`config.mk`:
```
export PLATFORM = sky130hd
export DESIGN_NAME = tick_timer
export DESIGN_NICKNAME = d
export VERILOG_FILES = /design/src/rtl/tick_pkg.sv /design/src/rtl/tick_prescale.sv /design/src/rtl/tick_counter.sv /design/src/rtl/tick_regs.sv /design/src/rtl/tick_timer.sv
export SDC_FILE = /design/constraint.sdc
export NUM_CORES = 1
export LEC_CHECK = 0
export BUFFER_PORTS_ARGS = -buffer_cell sky130_fd_sc_hd__buf_2
export CORE_ASPECT_RATIO = 1.5
export CORE_MARGIN = 10
export CORE_UTILIZATION = 28
export DETAILED_ROUTE_END_ITERATION = 12
export PLACE_DENSITY = 0.57
export SYNTH_ARGS = -nofsm -noshare
export SYNTH_HDL_FRONTEND = slang
export SYNTH_HIERARCHICAL = 1
export SYNTH_SLANG_ARGS = --single-unit
```
`constraint.sdc`:
```
create_clock -name clk_i -period 7.25 [get_ports clk_i]
set_clock_uncertainty 0.2 [all_clocks]
set_input_delay 1.45 -clock clk_i [delete_from_list [all_inputs] [get_ports clk_i]]
set_output_delay 1.45 -clock clk_i [all_outputs]
set_load 0.01 [all_outputs]
```
`src/rtl/tick_pkg.sv`:
```
package tick_pkg;
  localparam int unsigned OFF_CTRL    = 32'h10;
  localparam int unsigned OFF_RELOAD  = 32'h14;
  localparam int unsigned OFF_CURRENT = 32'h18;

  localparam int CB_RUN    = 0;
  localparam int CB_IRQ_EN = 1;
  localparam int CB_SRC    = 2;
  localparam int CB_FLAG   = 16;

  typedef struct packed {
    logic src_core;
    logic irq_en;
    logic run;
  } ctrl_t;
endpackage

```
`src/rtl/tick_prescale.sv`:
```
module tick_prescale #(
  parameter int unsigned DIV = 8
) (
  input  logic clk_i,
  input  logic rst_ni,
  input  logic en_i,
  output logic div_step_o
);
  generate
    if (DIV > 1) begin : g_div
      localparam int unsigned PW = $clog2(DIV);
      localparam logic [PW-1:0] LAST = PW'(DIV - 1);
      logic [PW-1:0] pre_q;

      always_ff @(posedge clk_i or negedge rst_ni) begin
        if (!rst_ni)           pre_q <= '0;
        else if (!en_i)        pre_q <= '0;
        else if (pre_q == LAST) pre_q <= '0;
        else                   pre_q <= pre_q + 1'b1;
      end

      assign div_step_o = en_i && (pre_q == LAST);

      AST_DIV_GAP: assert property (@(posedge clk_i) disable iff (!rst_ni)
        div_step_o |=> !div_step_o);
      AST_PRE_RESTART: assert property (@(posedge clk_i) disable iff (!rst_ni)
        !en_i |=> !div_step_o);
    end else begin : g_nodiv
      assign div_step_o = en_i;
    end
  endgenerate
endmodule

```
`src/rtl/tick_counter.sv`:
```
module tick_counter #(
  parameter int unsigned CNT_W = 24
) (
  input  logic             clk_i,
  input  logic             rst_ni,
  input  logic             step_i,
  input  logic             clr_i,
  input  logic [CNT_W-1:0] reload_i,
  output logic [CNT_W-1:0] cnt_o,
  output logic             wrap_o
);
  localparam logic [CNT_W-1:0] ONE = CNT_W'(1);
  logic [CNT_W-1:0] cnt_q;

  always_ff @(posedge clk_i or negedge rst_ni) begin
    if (!rst_ni)           cnt_q <= '0;
    else if (clr_i)        cnt_q <= '0;
    else if (step_i) begin
      if (cnt_q == '0)     cnt_q <= reload_i;
      else                 cnt_q <= cnt_q - ONE;
    end
  end

  assign cnt_o  = cnt_q;
  assign wrap_o = step_i && !clr_i && (cnt_q == ONE);

  AST_RELOAD_AT_ZERO: assert property (@(posedge clk_i) disable iff (!rst_ni)
    step_i && !clr_i && (cnt_q == '0) |=> cnt_q == $past(reload_i));
  AST_HOLD_IDLE: assert property (@(posedge clk_i) disable iff (!rst_ni)
    !step_i && !clr_i |=> $stable(cnt_q));
  AST_FORCE_CLEAR: assert property (@(posedge clk_i) disable iff (!rst_ni)
    clr_i |=> cnt_q == '0);
  AST_WRAP_LANDS: assert property (@(posedge clk_i) disable iff (!rst_ni)
    wrap_o |=> cnt_q == '0);
  AST_ZERO_REST: assert property (@(posedge clk_i) disable iff (!rst_ni)
    (cnt_q == '0) && (reload_i == '0) |=> cnt_q == '0);
endmodule

```
`src/rtl/tick_regs.sv`:
```
module tick_regs
  import tick_pkg::*;
#(
  parameter int unsigned ADDR_W = 8,
  parameter int unsigned DATA_W = 32,
  parameter int unsigned CNT_W  = 24
) (
  input  logic              clk_i,
  input  logic              rst_ni,
  input  logic              req_i,
  input  logic              we_i,
  input  logic [ADDR_W-1:0] addr_i,
  input  logic [DATA_W-1:0] wdata_i,
  output logic [DATA_W-1:0] rdata_o,
  input  logic [CNT_W-1:0]  cnt_i,
  input  logic              wrap_i,
  output ctrl_t             ctrl_o,
  output logic [CNT_W-1:0]  reload_o,
  output logic              cur_wr_o
);
  logic sel_ctrl, sel_reload, sel_cur, wr, rd;
  ctrl_t ctrl_q;
  logic [CNT_W-1:0] reload_q;
  logic flag_q;
  logic [DATA_W-1:0] rd_val, rdata_q;
  logic unused_wdata;

  assign sel_ctrl   = addr_i == ADDR_W'(OFF_CTRL);
  assign sel_reload = addr_i == ADDR_W'(OFF_RELOAD);
  assign sel_cur    = addr_i == ADDR_W'(OFF_CURRENT);
  assign wr         = req_i && we_i;
  assign rd         = req_i && !we_i;
  assign cur_wr_o   = wr && sel_cur;
  assign unused_wdata = ^wdata_i;

  always_ff @(posedge clk_i or negedge rst_ni) begin
    if (!rst_ni) begin
      ctrl_q   <= '0;
      reload_q <= '0;
    end else if (wr) begin
      if (sel_ctrl) begin
        ctrl_q.run      <= wdata_i[CB_RUN];
        ctrl_q.irq_en   <= wdata_i[CB_IRQ_EN];
        ctrl_q.src_core <= wdata_i[CB_SRC];
      end
      if (sel_reload) reload_q <= wdata_i[CNT_W-1:0];
    end
  end

  // set beats read-clear; a forced clear cannot coincide with a wrap
  always_ff @(posedge clk_i or negedge rst_ni) begin
    if (!rst_ni)              flag_q <= 1'b0;
    else if (cur_wr_o)        flag_q <= 1'b0;
    else if (wrap_i)          flag_q <= 1'b1;
    else if (rd && sel_ctrl)  flag_q <= 1'b0;
  end

  always_comb begin
    rd_val = '0;
    if (sel_ctrl) begin
      rd_val[CB_RUN]    = ctrl_q.run;
      rd_val[CB_IRQ_EN] = ctrl_q.irq_en;
      rd_val[CB_SRC]    = ctrl_q.src_core;
      rd_val[CB_FLAG]   = flag_q;
    end else if (sel_reload) begin
      rd_val = DATA_W'(reload_q);
    end else if (sel_cur) begin
      rd_val = DATA_W'(cnt_i);
    end
  end

  always_ff @(posedge clk_i or negedge rst_ni) begin
    if (!rst_ni)  rdata_q <= '0;
    else if (rd)  rdata_q <= rd_val;
  end

  assign rdata_o  = rdata_q;
  assign ctrl_o   = ctrl_q;
  assign reload_o = reload_q;

  AST_FLAG_SET: assert property (@(posedge clk_i) disable iff (!rst_ni)
    wrap_i |=> flag_q);
  AST_FLAG_RD_CLR: assert property (@(posedge clk_i) disable iff (!rst_ni)
    rd && sel_ctrl && !wrap_i |=> !flag_q);
  AST_RELOAD_KEEP: assert property (@(posedge clk_i) disable iff (!rst_ni)
    !(wr && sel_reload) |=> $stable(reload_q));
endmodule

```
`src/rtl/tick_timer.sv`:
```
module tick_timer
  import tick_pkg::*;
#(
  parameter int unsigned ADDR_W = 8,
  parameter int unsigned DATA_W = 32,
  parameter int unsigned CNT_W  = 24,
  parameter int unsigned DIV    = 8
) (
  input  logic              clk_i,
  input  logic              rst_ni,
  input  logic              req_i,
  input  logic              we_i,
  input  logic [ADDR_W-1:0] addr_i,
  input  logic [DATA_W-1:0] wdata_i,
  output logic [DATA_W-1:0] rdata_o,
  output logic              irq_o
);
  ctrl_t ctrl;
  logic [CNT_W-1:0] reload, cnt;
  logic cur_wr, wrap, div_step, step, irq_q;

  tick_regs #(.ADDR_W(ADDR_W), .DATA_W(DATA_W), .CNT_W(CNT_W)) u_regs (
    .clk_i, .rst_ni, .req_i, .we_i, .addr_i, .wdata_i, .rdata_o,
    .cnt_i(cnt), .wrap_i(wrap), .ctrl_o(ctrl), .reload_o(reload), .cur_wr_o(cur_wr)
  );

  tick_prescale #(.DIV(DIV)) u_pre (
    .clk_i, .rst_ni, .en_i(ctrl.run), .div_step_o(div_step)
  );

  assign step = ctrl.run && (ctrl.src_core || div_step);

  tick_counter #(.CNT_W(CNT_W)) u_cnt (
    .clk_i, .rst_ni, .step_i(step), .clr_i(cur_wr), .reload_i(reload),
    .cnt_o(cnt), .wrap_o(wrap)
  );

  always_ff @(posedge clk_i or negedge rst_ni) begin
    if (!rst_ni) irq_q <= 1'b0;
    else         irq_q <= wrap && ctrl.irq_en;
  end
  assign irq_o = irq_q;

  AST_IRQ_PULSE: assert property (@(posedge clk_i) disable iff (!rst_ni)
    irq_o |=> !irq_o);
  AST_IRQ_AT_ZERO: assert property (@(posedge clk_i) disable iff (!rst_ni)
    irq_o |-> cnt == '0 || $past(cur_wr) == 1'b0);
  AST_STOPPED_QUIET: assert property (@(posedge clk_i) disable iff (!rst_ni)
    !ctrl.run |=> !irq_o);
endmodule

```
==> impl_metrics.yaml, run 1 <==
drt:
  vias: 3369
  drt_wl_total_mm: 11.5
  routed_via_density: 5.07
  first_pass_iters: 4
  drtAntennaViolNets: 0
  wire_per_inst_um: 17.3
  drt-initial-drc-count: 211
  drc_errors: 0
sta:
  relSlewSlack: 0.303
  slew_violations: 0
  finalSetupViolCount: 0
  layout_worst_path_cycle_share: 0.530
  hold_viol_final: 0
  rsz0062_at_grt: "false"
  tightest_slew_ns: 1.04
  whs_ns: 0.259
  fmax_ghz: 0.260
  fin_setup_tns_ns: 0
  fin_crit_ns: 3.84
cells_and_area:
  fin_nets: 510
  design_area_um2: 5060
  area_growth_pct: 16.6
  layout-drive-gt1-share: 0.266
  diodes: 0
  mostFrequentLayoutCells: "dfrtp_1, buf_2, nand2_1"
  final_common_cell: "dfrtp_1"
grt:
  track_usage: 0.112
  globalRoute.totalOverflow: 0
  grt_max_degree: 81
  grt_pass1_vias: 3565
  grt_pass1_wl_mm: 18.7
  antenna_found_initial: 0
pwr:
  power_density_nw_per_um2: 192
  comb_power_share: 0.059
  p_leak_nw: 2.31
  clkPwrFrac: 0.466
  switching_share: 0.236
  power_mw: 0.972
  pwr-share-seq: 0.475
  ir_drop_mv: 0.0864
  switchingPower_mw: 0.229
  p_int_mw: 0.743
yosys:
  synthArstFlopShare: 1.00
  synth_top_family_by_area: "simple AND/OR/NAND/NOR gates"
  netlist_area_um2: 4340
  synth_cell_type_count: 60
  synth-main-ff-cell: "dfrtp_1"
  synth_seq_area_share: 0.461
  synth_edf_count: 0
  synth_xor_area_frac: 0
  syn_area_per_cell_um2: 10.5
  yosys_warnings: 6
  synth_fa_ha_area_frac: 0.0144
  synth_compound_area_frac: 0.173
  syn_inst: 413
  ys_ff_latch: 80
  yosys.area_share.simple: 0.187
  synth_mux_area_frac: 0.109
die:
  ios: 77
  row_count: 55
  core-area_um2: 15100
  die_w_um: 122
  die_y_um: 172
  dieArea_um2: 21000
  initial_core_util: 0.287
clock_network:
  cts_num_sinks: 80
  post-cts-setup-buffers: 0
  cts_buffers: 9
  cts_root_buffer: "clkbuf_16"
  path_clk_slew_ns: 0.06
  max-clock-path-buffers: 2
  cts_resized: 0
  ctsHoldBuffers: 0
  htreeDepth: 3
  clock_latency_ns: 0.35
  cts_tree: "yes"
placement:
  hpwl_mm: 8.04
  port_buffers: 60
  routabilityCongestion: 0.787
  dpl_cell_area_um2: 4760
critical_path:
  reg2regPathDepth: 6
  r2r_end: "u_cnt/cnt_o[13]$_DFFE_PN0P_"
  path_class: "primary input to register"
  cpPeakStageDelay_ns: 0.77
  start_kind: "primary input"
  slowest_stage: "nor2b_2"
  crit_arrival_ns: 3.84
  cp_common_cell: "nor3_1"
  crit_chain: "buf_2 > nor2b_2 > and3_2 > nor2b_1 > nand3_1 > nor3_1 > nor3_1 > a211oi_1"
  worstReg2RegStart: "u_cnt/cnt_o[8]$_DFFE_PN0P_"
  r2r_slack_ns: 4.10
  cp_max_fo: 21
  end_kind: "register"
  required_ns: 7.25
hold_path:
  holdCritPathClass: "register to register"
  hold-path-endpoint: "u_pre/g_div.pre_q[0]$_DFF_PN0_"
  hold_path.startpoint: "u_pre/g_div.pre_q[0]$_DFF_PN0_"
  holdPathStages: 1
run_status:
  status: "complete, no violations"
flow_run:
  max_cap_viol_count: 0
## critical path, delay by kind of cell
family | cells | cell delay [ns]
buf+inv | 1 | 0.17
compound gates | 1 | 0.12
simple gates | 6 | 2.11
## through the flow
| step | utilization | instances | setup slack, ns |
|---|---|---|---|
| final | 0.334 | 665 | 3.41 |
| after detailed placement | 0.315 | 649 | 3.04 |
| after global placement | 0.315 | 649 | 3.13 |
| after CTS | 0.334 | 665 | 3.39 |
| after floorplan | - | 420 | 4.13 |
| after global routing | 0.334 | 665 | 3.29 |
## worst max-delay path by stage
stage                                 endpoint  slack [ns]  cells past startpoint       from
floorplan           u_cnt/cnt_o[1]$_DFFE_PN0P_        4.13                      6  addr_i[5]
global placement     u_regs/flag_q$_DFFE_PN0P_        3.13                      8  addr_i[2]
detailed placement   u_regs/flag_q$_DFFE_PN0P_        3.04                      8  addr_i[2]
CTS                  u_regs/flag_q$_DFFE_PN0P_        3.39                      8  addr_i[2]
global route         u_regs/flag_q$_DFFE_PN0P_        3.29                      8  addr_i[2]
finish               u_regs/flag_q$_DFFE_PN0P_        3.41                      8  addr_i[2]
## cell type report
| cell class | count | area, um2 |
|---|---|---|
| inverter | 12 | 45.0 |
| sequential | 80 | 2000 |
| multi-input combinational | 294 | 2130 |
| tap | 199 | 249 |
| clock buffer | 9 | 225 |
| fill | 1569 | 10100 |
| timing repair buffer | 64 | 333 |
| clock inverter | 7 | 72.6 |
## metal layers
layer  routed length [um]  vias up  part of all wire  global-route usage
met3                  654        9             0.057              0.0238
met4                  146        0             0.013              0.0536
met5                    0        -                 0                   0
met1                 4850     1665              0.42               0.131
li1                     -     1619                 -                   -
met2                 5880       76              0.51               0.189
## cell families after synthesis
logic type / after synthesis
other cells: 1
fa+ha+maj: 5
flops: 80
simple gates: 142
mux: 36
compound gates: 103
buf+inv: 46
## cells in the mapped netlist, types with 5 or more instances
library cell	instances	area share
a21oi_1	8	0.0092
buf_4	8	0.014
mux2_2	10	0.026
nor3_1	15	0.017
mux2i_1	6	0.014
nand2b_1	5	0.0072
nor4_1	5	0.0072
o31ai_1	24	0.042
buf_2	5	0.0058
nand3_1	11	0.013
o2bb2ai_1	7	0.014
mux2_4	20	0.069
nor2_1	26	0.022
a22oi_1	21	0.036
o21ai_0	15	0.017
inv_1	12	0.010
nor2b_1	10	0.014
dfrtp_1	80	0.46
ha_1	5	0.014
clkbuf_1	18	0.016
nand2_1	38	0.033
## power by group through the flow
| stage | logic (mW) | registers, mW | clock network, mW |
|---|---|---|---|
| 6_report | 0.0570 | 0.462 | 0.453 |
| 5_1_grt | 0.0646 | 0.463 | 0.480 |
| 4_1_cts | 0.0583 | 0.462 | 0.465 |
| 3_5_place_dp | 0.0580 | 0.470 | 0 |
| 3_3_place_gp | 0.0563 | 0.470 | 0 |
| 2_1_floorplan | 0.0341 | 0.468 | 0 |
## registers in the layout (all words and copies together), names as in the netlist
signal / count
u_pre/g_div.pre_q: 3
u_regs/ctrl_o: 3
u_regs/rdata_o: 24
u_regs/flag_q: 1
u_regs/reload_o: 24
u_cnt/cnt_o: 24
irq_o: 1
No activity file was read; power rests on OpenSTA's default activity.
==> run 2, diff against run 1 <==
Clock period 7.25 ns to 3.8 ns, I/O delays scaled along.
==> impl_metrics.yaml, run 2 (same netlist as run 1, synthesis figures left out) <==
run_status:
  status: "complete, no violations"
grt:
  antenna_found_initial: 0
  track_usage: 0.113
  grt_max_degree: 81
  globalRoute.totalOverflow: 0
  grt_pass1_wl_mm: 18.9
  grt_pass1_vias: 3573
critical_path:
  reg2regPathDepth: 7
  cp_num_buf_inv: 1
  startpoint: "u_cnt/cnt_o[0]$_DFFE_PN0P_"
  path_class: "register to register"
  crit_arrival_ns: 3.00
  cpPeakStageDelay_ns: 0.81
  cp_max_fo: 24
  slowest_stage: "or2_1"
  crit_cells: 7
  start_kind: "register"
  worstReg2RegStart: "u_cnt/cnt_o[0]$_DFFE_PN0P_"
  crit_chain: "inv_1 > ha_1 > nor3b_1 > nand4_2 > or2_1 > o2bb2ai_1 > a2111oi_0"
  r2r_slack_ns: 0.78
  required_ns: 3.79
  end_kind: "register"
  cp_top_family: "simple AND/OR/NAND/NOR gates"
placement:
  dp_cells: 654
  hpwl_mm: 8.27
  port_buffers: 60
  dpl_cell_area_um2: 4800
  routabilityCongestion: 0.819
  pre_cts_slack_ns: 0.842
clock_network:
  cts_num_sinks: 80
  cts_tree: "yes"
  cts_buffers: 9
  htreeDepth: 3
  cts_root_buffer: "clkbuf_16"
  cts_resized: 0
  max-clock-path-buffers: 2
  ctsHoldBuffers: 0
  post-cts-setup-buffers: 0
  path_clk_slew_ns: 0.06
  clock_latency_ns: 0.34
drt:
  wire_per_inst_um: 17.7
  drtAntennaViolNets: 0
  first_pass_iters: 5
  vias: 3463
  drt-initial-drc-count: 262
  drc_errors: 0
  routed_via_density: 5.17
  drt_wl_total_mm: 11.9
sta:
  fmax_ghz: 0.332
  finalSetupViolCount: 0
  hold_viol_final: 0
  relSlewSlack: 0.302
  rsz0062_at_grt: "false"
  tightest_slew_ns: 1.05
  slew_violations: 0
  fin_setup_tns_ns: 0
  whs_ns: 0.254
  fin_crit_ns: 3.02
  fin_ws_ns: 0.784
  layout_worst_path_cycle_share: 0.794
hold_path:
  holdPathStages: 1
  holdCritPathClass: "register to register"
  hold_path.startpoint: "u_pre/g_div.pre_q[0]$_DFF_PN0_"
flow_run:
  max_cap_viol_count: 0
die:
  row_count: 55
  initial_core_util: 0.287
  dieArea_um2: 21000
  ios: 77
  die_y_um: 172
  die_w_um: 122
  core-area_um2: 15100
cells_and_area:
  utilization: 0.336
  mostFrequentLayoutCells: "dfrtp_1, buf_2, nand2_1"
  final_common_cell: "dfrtp_1"
  nFillCells: 1599
  design_area_um2: 5080
  layout.cells.non_filler: 670
  area_growth_pct: 17.2
  layout-drive-gt1-share: 0.270
  diodes: 0
  fin_nets: 515
pwr:
  power_mw: 1.82
  p_leak_nw: 2.34
  power_density_nw_per_um2: 358
  ir_drop_mv: 0.147
-- run 2: cell type report --
| cell class | count | area [um2] | area share |
|---|---|---|---|
| clock buffer | 13 | 270 | 0.0532 |
| inverter | 12 | 45.0 | 0.00886 |
| timing repair buffer | 69 | 370 | 0.0729 |
| clock inverter | 3 | 15.0 | 0.00295 |
| multi-input combinational | 294 | 2130 | 0.419 |
| tap | 199 | 249 | 0.0490 |
| sequential | 80 | 2000 | 0.394 |
-- run 2: power breakdown --
part | switching (mW) | total, mW | internal (mW)
logic | 0.0654 | 0.110 | 0.0450
registers | 0.0168 | 0.882 | 0.865
clock network | 0.335 | 0.828 | 0.493
-- run 2: worst paths after layout --
path                                                  end
max                           u_cnt/cnt_o[11]$_DFFE_PN0P_
min                        u_pre/g_div.pre_q[0]$_DFF_PN0_
max reg2reg                   u_cnt/cnt_o[11]$_DFFE_PN0P_
min reg2reg                u_pre/g_div.pre_q[0]$_DFF_PN0_
max in group asynchronous   u_regs/rdata_o[1]$_DFFE_PN0P_
min in group asynchronous     u_cnt/cnt_o[12]$_DFFE_PN0P_
-- run 2: layer usage --
layer,wire length [um],track usage,up-vias,part of all wire
li1,-,-,1620,-
met1,4740,0.131,1690,0.40
met2,5950,0.194,130,0.50
met3,974,0.0294,23,0.082
met4,218,0.0426,0,0.018
met5,0,0,-,0
